--- src/rtl/sbram_pkg.sv ---
package sbram_pkg;
  localparam int LANES  = 4;
  localparam int LANE_W = 9;
  localparam int WORD_W = LANES * LANE_W;

  // Registered command handed from control to datapath
  typedef struct packed {
    logic             cycleOn;  // selected cycle
    logic [LANES-1:0] laneWe;   // lanes to commit at the next edge
  } ctlStrobe_t;
endpackage

--- src/rtl/sbram_ctrl.sv ---
module sbram_ctrl
  import sbram_pkg::*;
#(
  parameter int ADDR_W = 6
) (
  input  logic              clk,
  input  logic              rstN,
  input  logic [ADDR_W-1:0] addrIn,
  input  logic              procStrobeN,
  input  logic              ctrlStrobeN,
  input  logic              advanceN,
  input  logic              chipEn0N,
  input  logic              chipEn1,
  input  logic              chipEn2N,
  input  logic              globalWrN,
  input  logic              byteWrEnN,
  input  logic [LANES-1:0]  laneWrN,
  input  logic              interleave,
  output logic [ADDR_W-1:0] wordAddr,
  output ctlStrobe_t        strobe,
  output logic              parked
);
  localparam int CNT_W = 2;

  logic              selNow, startNow, stepNow;
  logic [LANES-1:0]  weNext;
  logic [ADDR_W-1:0] baseQ;
  logic [CNT_W-1:0]  cntQ, offset;
  ctlStrobe_t        strobeQ;

  assign selNow   = !chipEn0N && chipEn1 && !chipEn2N;
  assign startNow = selNow && (!procStrobeN || !ctrlStrobeN);
  assign stepNow  = selNow && procStrobeN && ctrlStrobeN && !advanceN;

  // Write decode: processor start is read only, global write beats lanes
  always_comb begin
    if (!selNow || !procStrobeN) weNext = '0;
    else if (!globalWrN)         weNext = '1;
    else if (!byteWrEnN)         weNext = ~laneWrN;
    else                         weNext = '0;
  end

  always_ff @(posedge clk) begin
    if (!rstN) begin
      strobeQ <= '0;
      baseQ   <= '0;
      cntQ    <= '0;
    end else begin
      strobeQ.cycleOn <= selNow;
      strobeQ.laneWe  <= weNext;
      if (startNow) begin
        baseQ <= addrIn;
        cntQ  <= '0;
      end else if (stepNow) begin
        cntQ <= cntQ + CNT_W'(1);
      end
    end
  end

  always_comb begin
    if (interleave) offset = baseQ[CNT_W-1:0] ^ cntQ;
    else            offset = baseQ[CNT_W-1:0] + cntQ;
  end

  assign wordAddr = {baseQ[ADDR_W-1:CNT_W], offset};
  assign strobe   = strobeQ;
  assign parked   = !strobeQ.cycleOn;

  AST_START_LOADS: assert property (@(posedge clk) disable iff (!rstN)
    startNow |=> (cntQ == '0) && (wordAddr[ADDR_W-1:CNT_W] == $past(addrIn[ADDR_W-1:CNT_W])));
  AST_PROC_IS_READ: assert property (@(posedge clk) disable iff (!rstN)
    (selNow && !procStrobeN) |=> (strobe.laneWe == '0));
  AST_ADVANCE_STEPS: assert property (@(posedge clk) disable iff (!rstN)
    stepNow |=> (cntQ == $past(cntQ) + CNT_W'(1)));
  AST_GLOBAL_ALL_LANES: assert property (@(posedge clk) disable iff (!rstN)
    (selNow && procStrobeN && !globalWrN) |=> (&strobe.laneWe));
  AST_DESELECT_HOLDS: assert property (@(posedge clk) disable iff (!rstN)
    !selNow |=> ($stable(cntQ) && $stable(baseQ) && parked));
endmodule

--- src/rtl/sbram_data.sv ---
module sbram_data
  import sbram_pkg::*;
#(
  parameter int ADDR_W = 6
) (
  input  logic              clk,
  input  logic              rstN,
  input  ctlStrobe_t        strobe,
  input  logic [ADDR_W-1:0] wordAddr,
  input  logic [WORD_W-1:0] wrData,
  input  logic              outEnN,
  output logic [WORD_W-1:0] rdData,
  output logic              rdOe
);
  localparam int DEPTH = 1 << ADDR_W;

  logic [WORD_W-1:0] dataQ, wordNow;

  always_ff @(posedge clk) begin
    if (!rstN) dataQ <= '0;
    else       dataQ <= wrData;
  end

  // One bank per byte lane; commit happens at the edge after the command
  for (genvar g = 0; g < LANES; g++) begin : g_lane
    logic [LANE_W-1:0] bank [DEPTH];
    always_ff @(posedge clk) begin
      if (strobe.cycleOn && strobe.laneWe[g])
        bank[wordAddr] <= dataQ[g*LANE_W +: LANE_W];
    end
    assign wordNow[g*LANE_W +: LANE_W] = bank[wordAddr];
  end

  assign rdOe   = strobe.cycleOn && (strobe.laneWe == '0) && !outEnN;
  assign rdData = rdOe ? wordNow : '0;

  AST_WRITE_NEEDS_SELECT: assert property (@(posedge clk) disable iff (!rstN)
    (|strobe.laneWe) |-> strobe.cycleOn);
endmodule

--- src/rtl/burst_sram.sv ---
module burst_sram
  import sbram_pkg::*;
#(
  parameter int ADDR_W = 6
) (
  input  logic              clk,
  input  logic              rstN,
  input  logic [ADDR_W-1:0] addrIn,
  input  logic              procStrobeN,
  input  logic              ctrlStrobeN,
  input  logic              advanceN,
  input  logic              chipEn0N,
  input  logic              chipEn1,
  input  logic              chipEn2N,
  input  logic              globalWrN,
  input  logic              byteWrEnN,
  input  logic [3:0]        laneWrN,
  input  logic              outEnN,
  input  logic              interleave,
  input  logic [35:0]       wrData,
  output logic [35:0]       rdData,
  output logic              rdOe,
  output logic              parked
);
  ctlStrobe_t        strobe;
  logic [ADDR_W-1:0] wordAddr;

  sbram_ctrl #(.ADDR_W(ADDR_W)) i_ctrl (
    .clk(clk), .rstN(rstN), .addrIn(addrIn),
    .procStrobeN(procStrobeN), .ctrlStrobeN(ctrlStrobeN), .advanceN(advanceN),
    .chipEn0N(chipEn0N), .chipEn1(chipEn1), .chipEn2N(chipEn2N),
    .globalWrN(globalWrN), .byteWrEnN(byteWrEnN), .laneWrN(laneWrN),
    .interleave(interleave), .wordAddr(wordAddr), .strobe(strobe), .parked(parked)
  );

  sbram_data #(.ADDR_W(ADDR_W)) i_data (
    .clk(clk), .rstN(rstN), .strobe(strobe), .wordAddr(wordAddr),
    .wrData(wrData), .outEnN(outEnN), .rdData(rdData), .rdOe(rdOe)
  );
endmodule

--- config.mk ---
export PLATFORM = sky130hd
export DESIGN_NAME = burst_sram
export DESIGN_NICKNAME = d
export VERILOG_FILES = /design/src/rtl/sbram_pkg.sv /design/src/rtl/sbram_ctrl.sv /design/src/rtl/sbram_data.sv /design/src/rtl/burst_sram.sv
export SDC_FILE = /design/constraint.sdc
export NUM_CORES = 2
export LEC_CHECK = 0
export CAP_MARGIN = 20
export CORE_ASPECT_RATIO = 1.1
export CORE_MARGIN = 2
export CORE_UTILIZATION = 35
export CTS_BUF_LIST = sky130_fd_sc_hd__clkbuf_16
export DETAILED_ROUTE_END_ITERATION = 8
export SYNTH_ARGS = -nofsm -noshare
export SYNTH_HDL_FRONTEND = slang
export SYNTH_SLANG_ARGS = --single-unit
--- constraint.sdc ---
create_clock -name clk -period 7.9 [get_ports clk]
set_input_delay 1.58 -clock clk [delete_from_list [all_inputs] [get_ports clk]]
set_output_delay 1.58 -clock clk [all_outputs]
set_load 0.03 [all_outputs]
==> results.json <==
{
  "grt_pass1_vias": 50900,
  "finalSetupViolCount": 0,
  "rr_worst_depth": 7,
  "wl_um": 265000,
  "min_period_over_period_pct": 92.1,
  "yosysWarningCount": 0,
  "ir_drop_mv": 0.255,
  "rrSetupSlack_ns": 2.99,
  "via_per_inst": 5.52,
  "cts_sinks": 2353,
  "cp_max_fo": 38,
  "fp.dieW_um": 489,
  "rows": 195,
  "syn_avg_cell_area_um2": 16.5,
  "dr.pass1.iters": 8,
  "switching_power_mw": 5.31,
  "r2r-end": "i_data.g_lane[2].bank[3][2]",
  "cts_setup_buffers": 0,
  "post_cts_resize_count": 0,
  "async_flop_share_pct": 0,
  "slew_violations": 0,
  "synth-edff-count": 2304,
  "fill_cells": 22900,
  "antenna_found_initial": 11,
  "syn_inst": 5493,
  "drc": 0,
  "internal-power_mw": 20.3,
  "final_nets": 5769,
  "crit_path_start_kind": "input pin",
  "relSlewSlack_pct": 18.6,
  "root_buffer": "clkbuf_16",
  "p_comb_share_pct": 3.2,
  "holdBufCountCts": 0,
  "switching_share_pct": 20.7,
  "path_common_cell": "buf_4",
  "vias": 51600,
  "clock.fmax_ghz": 0.137,
  "clk_latency_ns": 0.88,
  "period_needed_ns": 7.28,
  "dieArea_mm2": 0.263,
  "ys_ff_latch": 2353,
  "whs_endpoint": "i_ctrl.baseQ[0]",
  "worst_clock_skew_ns": 0.0448,
  "critPathMaxStageDelay_ns": 0.67,
  "pwr_density_cell_mw_per_mm2": 245,
  "place_congestion": 0.867,
  "worstSetupEndpointType": "output port",
  "htreeDepth": 4,
  "power_frac_clock_pct": 43.2,
  "instances_no_fill": 9353,
  "initial_core_util_pct": 35.3,
  "area.growth.synth_to_final_pct": 15.4,
  "crit_type": "input pin to output port",
  "overflow": 0,
  "die_h_um": 538,
  "clk_pin_slew_ns": 0.06,
  "grt_max_degree": 85,
  "drive_gt1_share_pct": 15.7,
  "holdCritStartpoint": "i_ctrl.baseQ[0]",
  "ant_nets": 0,
  "ys_seq_area_share_pct": 77.5,
  "ys.flop_type": "edfxtp_1",
  "coreArea_mm2": 0.257,
  "status": "finished clean",
  "tightest_slew_ns": 1.22,
  "grt_pass1_wl_um": 376000,
  "clock_path_buffers": 3,
  "io_buffers": 95,
  "cts_buffers": 229,
  "critPathSlowestCell": "xor2_4",
  "tns_ns": 0,
  "rsz0062_at_grt": "false",
  "post-place-cells": 8920,
  "seqPwrFrac_pct": 53.6,
  "syn_nets": 5552,
  "hold_viol_final": 0,
  "cts_tree": "yes",
  "path_cells": "clkdlybuf4s50_1, nor2b_1, buf_4, xor2_4, buf_4, buf_4, nand2_1, and3_1, a31oi_1, nand4_1, nor4bb_2, buf_4, buf_4",
  "worstPathRequired_ns": 6.32,
  "hold_depth": 2,
  "pin_count": 96,
  "maxCapViolCount": 0,
  "grt_use_total_pct": 19.8,
  "reg2reg_from": "i_ctrl.cntQ[0]",
  "synth_cell_type_count": 62,
  "hp-class": "register to register",
  "hpwl_um": 165000,
  "drtIter0Drc": 6136,
  "wl_per_cell_um": 28.3,
  "worstPathArrival_ns": 5.70,
  "power.leakage_nw": 33.1,
  "syn_area_mm2": 0.0906
}
==> state kept, by name, indices dropped and copies added (netlist names) <==
register            cells
i_ctrl.strobe           5
i_data.g_lane.bank   2304
i_ctrl.baseQ            6
i_data.dataQ           36
i_ctrl.cntQ             2
==> cells in the final DEF, fill, tap and decap left out, types with 17 or more instances in the layout <==
master / n
edfxtp_1: 2304
nand2_1: 872
nand3_1: 345
nor2_1: 290
mux4_2: 246
clkbuf_16: 234
buf_4: 211
and3_1: 154
mux2i_1: 105
a31oi_1: 98
nand4_1: 95
o22ai_1: 72
o21ai_0: 65
clkdlybuf4s50_1: 59
buf_12: 59
clkinv_1: 55
inv_1: 49
a21oi_1: 49
a22oi_1: 49
and2_1: 46
clkinv_2: 39
dfxtp_2: 37
a211oi_1: 36
nor4_1: 34
bufinv_16: 31
a221o_1: 25
nor2b_1: 22
a311oi_1: 22
a2111oi_0: 17
==> worst max-delay path: cells and delay by family <==
kind                   cells  cell delay, ns
buffers and inverters      6            1.94
XOR/XNOR                   1            0.67
AND/OR/NAND/NOR            5            1.21
AO/OA/AOI/OAI              1            0.27
==> power groups by stage <==
| stage | registers, mW | clock network (mW) | logic (mW) |
|---|---|---|---|
| 3_3_place_gp | 14.0 | 0 | 0.798 |
| 4_1_cts | 13.7 | 11.2 | 0.812 |
| 2_1_floorplan | 14.1 | 0 | 0.337 |
| 3_5_place_dp | 14.0 | 0 | 0.812 |
| 6_report | 13.7 | 11.1 | 0.812 |
| 5_1_grt | 13.7 | 11.6 | 0.858 |
==> worst max path at each step <==
stage	startpoint	to	slack (ns)	depth (start not counted)
after floorplan	interleave	rdData[8]	2.20	10
after global placement	interleave	rdData[2]	0.60	13
after detailed placement	interleave	rdData[2]	0.62	13
after CTS	interleave	rdData[2]	0.61	13
after global routing	interleave	rdData[4]	0.55	13
final	interleave	rdData[31]	0.62	13
==> routing by layer <==
metal	GRT usage [%]	up-vias	share of wire, %
li1	-	21900	-
met1	26.1	26800	39
met2	32.3	2461	48
met3	3.79	510	8.6
met4	8.11	6	4.3
met5	0	-	0.012
==> synthesized netlist by cell type (2+ instances only) <==
cell type / number / area, um2
mux2i_1: 105 / 1050
a221o_1: 25 / 250
nor2b_1: 22 / 138
inv_1: 4 / 15.0
a31oi_1: 98 / 613
o2bb2ai_1: 14 / 123
a41oi_1: 2 / 17.5
nand3_1: 349 / 1750
or3_1: 8 / 50.1
or2_2: 2 / 12.5
edfxtp_1: 2304 / 69200
and2_1: 45 / 282
mux4_2: 246 / 5540
clkbuf_1: 176 / 661
and3_1: 154 / 963
a221oi_1: 4 / 35.0
a32o_1: 2 / 20.0
a211oi_1: 36 / 270
nand2b_1: 3 / 18.8
o21ai_0: 65 / 325
dfxtp_1: 49 / 981
buf_2: 119 / 596
a21oi_1: 49 / 245
nand2_1: 879 / 3300
o22ai_1: 72 / 450
a211o_1: 2 / 17.5
o211ai_1: 10 / 75.1
a2111oi_0: 21 / 184
a22oi_1: 49 / 368
o221ai_1: 8 / 70.1
nor3_1: 14 / 70.1
buf_4: 32 / 240
a32oi_1: 2 / 17.5
nand4_1: 95 / 594
nor4_1: 35 / 219
o2111ai_1: 14 / 123
nor2_1: 306 / 1150
a311oi_1: 22 / 193
buf_1: 18 / 67.6
a21boi_0: 7 / 52.6
mux2_2: 3 / 33.8
nand4b_1: 2 / 17.5
nor4bb_1: 2 / 20.0
==> logic make-up (layout without fill, tap and decap cells) <==
logic type / Yosys count / after routing / synth area share [%]
other: 0 / 5 / 0
and+or+nand+nor: 1920 / 1920 / 9.50
AOI/OAI and AO/OA: 511 / 511 / 3.90
adders and majority gates: 1 / 1 / 0.0138
xor gates and xnor gates: 3 / 3 / 0.0580
DFF: 2353 / 2353 / 77.5
buffers and inverters: 351 / 759 / 1.76
muxes: 354 / 354 / 7.31
==> metrics by stage <==
step | setup WS [ns] | utilization (%) | cell area [um2] | power [mW] | hold WS, ns
final | 0.621 | 40.7 | 105000 | 25.6 | 0.499
after floorplan | 2.20 | - | 90600 | 14.4 | 0.447
after global placement | 0.596 | 37.7 | 96900 | 14.8 | 0.492
after global routing | 0.551 | 40.7 | 105000 | 26.2 | 0.527
after CTS | 0.612 | 40.7 | 105000 | 25.7 | 0.501
after detailed placement | 0.623 | 37.7 | 96900 | 14.8 | 0.493
==> layout make-up <==
cell class	instances	area (um2)	area share (%)
clock inverter	188	1710	1.63
inverter	4	17.5	0.0167
sequential	2353	70200	67.1
timing repair buffer	333	3420	3.27
multi-input combinational	2789	19000	18.2
antenna	5	12.5	0.0120
clock buffer	234	5860	5.60
tap	3447	4310	4.12
Power figures use the tool's default switching activity.
